File: src/rtl/muldiv_pkg.sv
package muldiv_pkg;

    typedef enum logic [1:0] {
        OP_MULS = 2'd0,
        OP_MULU = 2'd1,
        OP_DIVS = 2'd2,
        OP_DIVU = 2'd3
    } md_op_e;

endpackage

File: src/rtl/md_mul_array.sv
// Single-cycle widening multiplier with a signed/unsigned operand extension.
module md_mul_array #(
    parameter int W = 32
) (
    input  logic [W-1:0]   a,
    input  logic [W-1:0]   b,
    input  logic           is_signed,
    output logic [2*W-1:0] prod
);
    logic [2*W-1:0] ext_a;
    logic [2*W-1:0] ext_b;

    always_comb begin
        ext_a = {{W{is_signed & a[W-1]}}, a};
        ext_b = {{W{is_signed & b[W-1]}}, b};
        prod  = ext_a * ext_b;
    end
endmodule

File: src/rtl/md_div_step.sv
// One restoring-division iteration on magnitudes: shift, trial subtract, keep or restore.
module md_div_step #(
    parameter int W = 32
) (
    input  logic [W-1:0] rem_in,
    input  logic [W-1:0] quo_in,
    input  logic [W-1:0] dvs,
    output logic [W-1:0] rem_out,
    output logic [W-1:0] quo_out
);
    logic [W:0] shifted;
    logic [W:0] trial;

    always_comb begin
        shifted = {rem_in, quo_in[W-1]};
        trial   = shifted - {1'b0, dvs};
        if (!trial[W]) begin
            rem_out = trial[W-1:0];
            quo_out = {quo_in[W-2:0], 1'b1};
        end else begin
            rem_out = shifted[W-1:0];
            quo_out = {quo_in[W-2:0], 1'b0};
        end
    end
endmodule

File: src/rtl/md_div_fixup.sv
// Applies signs to the magnitude results and substitutes the fixed divide-by-zero values.
// The signed overflow case needs no special path: the magnitude quotient 2^(W-1),
// negated, is again 2^(W-1), and the remainder is zero.
module md_div_fixup #(
    parameter int W = 32
) (
    input  logic [W-1:0] rem_mag,
    input  logic [W-1:0] quo_mag,
    input  logic [W-1:0] dividend,
    input  logic         is_signed,
    input  logic         neg_quo,
    input  logic         neg_rem,
    input  logic         by_zero,
    output logic [W-1:0] hi_res,
    output logic [W-1:0] lo_res
);
    always_comb begin
        if (by_zero) begin
            hi_res = dividend;
            lo_res = (is_signed && dividend[W-1]) ? W'(1) : '1;
        end else begin
            hi_res = neg_rem ? -rem_mag : rem_mag;
            lo_res = neg_quo ? -quo_mag : quo_mag;
        end
    end
endmodule

File: src/rtl/muldiv_unit.sv
module muldiv_unit
    import muldiv_pkg::*;
#(
    parameter int W = 32
) (
    input  logic         clk,
    input  logic         rst_n,
    input  logic         start,
    input  logic [1:0]   op,
    input  logic [W-1:0] src_a,
    input  logic [W-1:0] src_b,
    input  logic         wr_hi,
    input  logic         wr_lo,
    input  logic [W-1:0] wr_data,
    output logic [W-1:0] hi,
    output logic [W-1:0] lo,
    output logic         busy,
    output logic         done
);
    localparam int CNT_W = $clog2(W);
    localparam logic [CNT_W-1:0] LAST_STEP = CNT_W'(W - 1);

    typedef struct packed {
        logic [W-1:0]     hi;
        logic [W-1:0]     lo;
        logic [W-1:0]     rem;
        logic [W-1:0]     quo;
        logic [W-1:0]     dvs;
        logic [W-1:0]     dividend;
        logic [CNT_W-1:0] cnt;
        logic             busy;
        logic             done;
        logic             sgn;
        logic             neg_quo;
        logic             neg_rem;
        logic             by_zero;
    } md_state_t;

    md_state_t st_d, st_q;

    logic [2*W-1:0] prod;
    logic [W-1:0]   step_rem, step_quo;
    logic [W-1:0]   fix_hi, fix_lo;
    logic           op_is_div, op_signed;

    assign op_is_div = op[1];
    assign op_signed = (op == OP_MULS) || (op == OP_DIVS);

    md_mul_array #(.W(W)) u_mul (
        .a         (src_a),
        .b         (src_b),
        .is_signed (op_signed),
        .prod      (prod)
    );

    md_div_step #(.W(W)) u_step (
        .rem_in  (st_q.rem),
        .quo_in  (st_q.quo),
        .dvs     (st_q.dvs),
        .rem_out (step_rem),
        .quo_out (step_quo)
    );

    md_div_fixup #(.W(W)) u_fix (
        .rem_mag   (step_rem),
        .quo_mag   (step_quo),
        .dividend  (st_q.dividend),
        .is_signed (st_q.sgn),
        .neg_quo   (st_q.neg_quo),
        .neg_rem   (st_q.neg_rem),
        .by_zero   (st_q.by_zero),
        .hi_res    (fix_hi),
        .lo_res    (fix_lo)
    );

    always_comb begin
        st_d      = st_q;
        st_d.done = 1'b0;
        if (start) begin
            if (!op_is_div) begin
                st_d.hi   = prod[2*W-1:W];
                st_d.lo   = prod[W-1:0];
                st_d.busy = 1'b0;
                st_d.done = 1'b1;
            end else begin
                st_d.sgn      = op_signed;
                st_d.dividend = src_a;
                st_d.quo      = (op_signed && src_a[W-1]) ? -src_a : src_a;
                st_d.dvs      = (op_signed && src_b[W-1]) ? -src_b : src_b;
                st_d.rem      = '0;
                st_d.neg_quo  = op_signed && (src_a[W-1] ^ src_b[W-1]);
                st_d.neg_rem  = op_signed && src_a[W-1];
                st_d.by_zero  = (src_b == '0);
                st_d.cnt      = '0;
                st_d.busy     = 1'b1;
            end
        end else if (st_q.busy) begin
            st_d.rem = step_rem;
            st_d.quo = step_quo;
            st_d.cnt = st_q.cnt + 1'b1;
            if (st_q.cnt == LAST_STEP) begin
                st_d.hi   = fix_hi;
                st_d.lo   = fix_lo;
                st_d.busy = 1'b0;
                st_d.done = 1'b1;
            end
        end else begin
            if (wr_hi) st_d.hi = wr_data;
            if (wr_lo) st_d.lo = wr_data;
        end
    end

    always_ff @(posedge clk) begin
        if (!rst_n) begin
            st_q <= '0;
        end else begin
            st_q <= st_d;
        end
    end

    assign hi   = st_q.hi;
    assign lo   = st_q.lo;
    assign busy = st_q.busy;
    assign done = st_q.done;
endmodule

File: config.mk
export PLATFORM = sky130hd
export DESIGN_NAME = muldiv_unit
export DESIGN_NICKNAME = d
export VERILOG_FILES = /design/src/rtl/muldiv_pkg.sv /design/src/rtl/md_mul_array.sv /design/src/rtl/md_div_step.sv /design/src/rtl/md_div_fixup.sv /design/src/rtl/muldiv_unit.sv
export SDC_FILE = /design/constraint.sdc
export NUM_CORES = 2
export LEC_CHECK = 0
export ABC_CLOCK_PERIOD_IN_PS = 14200
export BUFFER_PORTS_ARGS = -buffer_cell sky130_fd_sc_hd__buf_4
export CORE_UTILIZATION = 35
export DETAILED_ROUTE_END_ITERATION = 12
export PLACE_DENSITY_LB_ADDON = 0.2
export SLEW_MARGIN = 20
export SYNTH_ARGS = -nofsm -noshare
export SYNTH_HDL_FRONTEND = slang
export SYNTH_SLANG_ARGS = --single-unit
File: constraint.sdc
create_clock -name clk -period 14.2 [get_ports clk]
set_input_delay 2.84 -clock clk [delete_from_list [all_inputs] [get_ports clk]]
set_output_delay 2.84 -clock clk [all_outputs]
set_load 0.02 [all_outputs]
# [After elaboration in Yosys (flattened, before gate mapping)]
# Cells that the tools add are included.
# Widths: inputs -> output; s select.
[word_totals] reg_bits=203 inputBits=103 output_inout_bits=66 wordCells=64
[classes] addsub=6 multipliers=1 eq_ne=5 muxes=22 n_bitwise=3 reduce_logical=14
[ops] cell="$mux 32" n=10
[ops] cell="$mux 64" n=4
[ops] cell="$mux 133" n=1
[ops] cell="$mux 128" n=1
[ops] cell="$neg 32->32" n=4
[ops] cell="$mul 33x33->64" n=1
[ops] cell="$sub 33x32->33" n=1
[ops] cell="$logic_not 32->1" n=1
[ops] cell="$mux 7" n=2
[ops] cell="$reduce_and 3->1" n=2
[ops] cell="$reduce_bool 3->1" n=2
[ops] cell="$add 5x1->5 const B" n=1
[ops] cell="$eq 5x5->1 const B" n=1
[ops] cell="$logic_and 1x1->1" n=4
[ops] cell="$reduce_and 2->1" n=2
[ops] cell="$mux 1" n=3
[ops] cell="$ne 3x2->1 const B" n=1
[ops] cell="$and 1x1->1" n=2
[ops] cell="$eq 2x2->1 const B" n=1
[ops] cell="$logic_not 2->1" n=1
[ops] cell="$mux 2" n=1
[ops] cell="$ne 2x1->1 const B" n=1
[ops] cell="$ne 2x2->1 const B" n=1
[ops] cell="$reduce_bool 2->1" n=1
[ops] cell="2 further kinds" n=2

# [Longest topological paths before layout]
[depth] ltp_word=8 depth_mapped=35 ltp_nobuf=31

# [Cells and area by module]
# A second synthesis with hierarchy kept.
[unflattened] cells_unflattened=6286 area_unflattened_um2=53304.9
[by_module_without_submodules] module="md_mul_array" n_inst=1 cells_each=4126 area_per_inst_um2=37681.1 seq_area_each_um2=0.0
[by_module_without_submodules] module="muldiv_unit" n_inst=1 cells_each=1385 area_per_inst_um2=10272.4 seq_area_each_um2=4063.9
[by_module_without_submodules] module="md_div_fixup" n_inst=1 cells_each=439 area_per_inst_um2=2760.1 seq_area_each_um2=0.0
[by_module_without_submodules] module="md_div_step" n_inst=1 cells_each=336 area_per_inst_um2=2591.2 seq_area_each_um2=0.0

# [Least setup slack after synthesis]
# OpenSTA, ideal clock, no wires.
[synth_timing] path_type="input to register" startpoint="input port src_a[31]" endpoint="register st_q (netlist bit hi[31])" t_arrival_ps=10889 required_time_ps=14126 path_slack_ps=3236 path_stages=35 n_path_buf=4 path_cell_list="nor2b_1 -> clkbuf_1 -> clkbuf_1 -> clkbuf_1 -> nand2_1 -> inv_1 -> fa_1 -> inv_1 -> fa_1 -> inv_1 -> fa_1 -> fa_1 -> inv_1 -> fa_1 -> inv_1 -> fa_1 -> inv_1 -> fa_1 -> fa_1 -> inv_1 -> ha_1 -> clkbuf_1 -> a21o_1 -> a21o_1 -> a21oi_1 -> nor2_1 -> a21oi_1 -> nand3_1 -> o21ai_0 -> or2_2 -> a31oi_1 -> a21oi_1 -> xnor2_1 -> a21oi_1 -> a31oi_1"
[synth_via] elab_chain_len=4
[synth_lines] item="from (decl)" line_no="muldiv_unit.sv:10" rtl="input logic [W-1:0] src_a,"
[synth_lines] item="$and 1x1->1" line_no="md_mul_array.sv:14" rtl="ext_a = {{W{is_signed & a[W-1]}}, a};"
[synth_lines] item="$mul 33x33->64 (*)" line_no="md_mul_array.sv:16" rtl="prod = ext_a * ext_b;"
[synth_lines] item="$mux 64 (*)" line_no="muldiv_unit.sv:80" rtl="if (!op_is_div) begin"
[synth_lines] item="$mux 128 (*)" line_no="muldiv_unit.sv:79" rtl="if (start) begin"
[synth_lines] item="to (signal assigned)" line_no="muldiv_unit.sv:117" rtl="st_q <= st_d;"
[synth_lines] item="to (decl)" line_no="muldiv_unit.sv:39" rtl="md_state_t st_d, st_q;"
# Mark *: on every way between the ends. The rest lies on a longest branch, timed or not. The select of a mux whose other input is x is not followed.
# A chain may end at the register's enable or synchronous reset.

# [Worst setup path after layout]
[layout_timing] startpoint="input port src_a[31]" endpoint="register st_q (netlist bit hi[29])"
# Same word-level chain as after synthesis.

==> metrics.yaml <==
fin_setup_tns_ps: 0
critical_path.max_fanout: 42
outcome: "finished clean"
core_area_mm2: 0.1463
gp_congestion: 0.9359
finalSetupViolations: 0
syn_nets: 7627
cts_num_sinks: 203
first_pass_iters: 6
cts_buffers: 23
initial_core_util: 0.3540
slew_viol_final: 0
cts-root-buf: "clkbuf_16"
yosys_register_bits: 203
netlist_area_mm2: 0.05178
post-place-ws_ps: 2244
cts_tree: "built"
drt-total-wl_um: 173400
final_cell_count_no_fill: 7855
die_area_mm2: 0.1495
worstSetupPathType: "in2reg"
worstHoldPathType: "reg2reg"
start_kind: "primary input"
grt_max_degree: 85
drive_above_1_share: 0.04784
cap_violations: 0
synthesis.instances: 6147
rows: 140
cts_max_path_buffers: 3
path_common_cell: "fa_1"
insertion_delay_ps: 560
htree_levels: 1
placed_cells: 7812
antenna_found_initial: 5
ant_nets: 0
critPathCaptureType: "flip-flop"
grt_pass1_vias: 43080
yosys_warnings: 0
fp.dieW_um: 386.6
vias_per_cell: 5.213
async_reset_ff_frac: 0
synth_edf_count: 0
drt_iter0_drc: 2913
synth.distinct_cells: 77
synth-main-ff-cell: "dfxtp_1"
drcViolationCount: 0
slowest_delay_ps: 880
rsz0062_at_grt: "false"
yosysSeqAreaShare: 0.07849
port_buffers: 168
dpl.hpwl_um: 134100
vias: 40950
crit_slowest_cell: "fa_1"
slew_headroom: 0.2571
grt_pass1_wl_um: 269700
post-route-min-period_ps: 11380
finalClockSkew_ps: 24.62
gr-total-overflow: 0
postSynthAreaPerCell_um2: 8.423
worstMarginPinSlew_ps: 1110
cts_setup_buffers: 0
finalHoldViolCount: 0
grt_use_total: 0.2343
timing.final.ws_setup_ps: 2819
wl_per_cell_um: 22.07
max_freq_mhz: 87.87
nets: 7400
n_fill_cell: 15040
cts_hold_buf: 0
die_h_um: 386.6
arrival_ps: 11850
clk_pin_slew_ps: 70
cts_repair_resize_count: 0
synthToLayoutAreaGrowth_pct: 5.606
fin_crit_sh: 0.8015
io-pin-count: 169
required_ps: 14670
final timing paths:
check                           slack [ps]  startpoint  endpoint  cells past startpoint
worst max-delay path                  2820   src_a[31]    hi[29]                     33
worst max register to register        7230   st_q[106]    hi[26]                     25
worst min register to register         460    st_q[28]  st_q[28]                      2
worst min-delay path                   460    st_q[28]  st_q[28]                      2
critical path: cells and delay by family:
| family | cells | cell delay (ps) |
|---|---|---|
| xor+xnor | 1 | 180 |
| fa+ha+maj | 9 | 4680 |
| simple gates | 6 | 900 |
| compound gates | 8 | 1530 |
| buf+inv | 9 | 1700 |
through the flow:
stage               utilization  hold WS [ps]  cell area, um2
floorplan                     -         431.9           51780
global placement         0.3679         437.4           53810
detailed placement       0.3679         445.6           53810
CTS                      0.3738         455.9           54670
global route             0.3738         470.4           54680
finish                   0.3738         456.8           54680
logic make-up (layout without fill, tap and decap cells):
family,count (synthesis),count (layout),share of synthesized area
adder cells (fa/ha/maj),1377,1377,0.4960
flip-flops,203,203,0.07849
XOR/XNOR,204,204,0.03451
other,0,2,0
multiplexers,26,26,0.005026
AO/OA/AOI/OAI,784,784,0.09811
buffers and inverters,1673,1462,0.1261
AND/OR/NAND/NOR,1880,1880,0.1618
flip-flops by register name (all words and copies together), names as in the netlist:
register / count
hi: 32
st_q: 137
lo: 32
busy: 1
done: 1
metal layers:
layer / global-route usage / routed length, um
met3: 0.01658 / 9852
met4: 0.05129 / 4472
met1: 0.3379 / 79430
met2: 0.3838 / 79580
met5: 0 / 21
cell usage after synthesis (7+ instances only):
master / instances / share of area
o211ai_1: 25 / 0.0036
nand4_1: 16 / 0.0019
a21oi_1: 227 / 0.022
o21ai_0: 169 / 0.016
clkbuf_1: 313 / 0.023
nor3b_1: 7 / 0.0010
nor2b_1: 10 / 0.0012
nand3b_1: 7 / 0.0010
and2_1: 303 / 0.037
nor3_1: 54 / 0.0052
xnor2_1: 126 / 0.021
or3_1: 11 / 0.0013
mux2i_1: 26 / 0.0050
a221oi_1: 19 / 0.0032
buf_1: 78 / 0.0057
fa_1: 1126 / 0.44
or4_1: 17 / 0.0025
nand2b_1: 24 / 0.0029
inv_1: 1211 / 0.088
nand3_1: 39 / 0.0038
nor2_1: 310 / 0.022
a21boi_0: 7 / 0.0010
nand2_1: 1023 / 0.074
a22oi_1: 19 / 0.0028
o41ai_1: 7 / 0.0012
a211oi_1: 59 / 0.0086
buf_4: 64 / 0.0093
o21bai_1: 12 / 0.0017
ha_1: 251 / 0.061
and3_1: 13 / 0.0016
a31oi_1: 29 / 0.0035
a21o_1: 61 / 0.0088
nor4_1: 22 / 0.0027
o21a_1: 17 / 0.0025
or2_2: 9 / 0.0011
o31ai_1: 24 / 0.0035
dfxtp_1: 203 / 0.078
xor2_1: 78 / 0.013
a311oi_1: 37 / 0.0063
final cells by class:
class | count | area, um2 | share of cell area
inverters | 1212 | 4552 | 0.08324
clock inverters | 12 | 224.0 | 0.004096
multi-input cells | 4271 | 41230 | 0.7540
diodes | 2 | 5.005 | 0.00009153
well taps | 1917 | 2399 | 0.04386
flip-flops and latches | 203 | 4066 | 0.07437
clock buffers | 29 | 638.1 | 0.01167
repair buffers | 209 | 1569 | 0.02869
cell usage in the layout, fill, tap and decap left out, types with 126 or more instances in the layout:
cell type,instances
a21oi_1,227
and2_1,302
buf_4,209
dfxtp_1,201
fa_1,1125
ha_1,251
inv_1,1210
nand2_1,1021
nor2_1,308
o21ai_0,169
xnor2_1,126
Power is left out: the tool's default activity adds up to more than one toggle a clock period on the data nets, which glitch-free logic cannot reach.
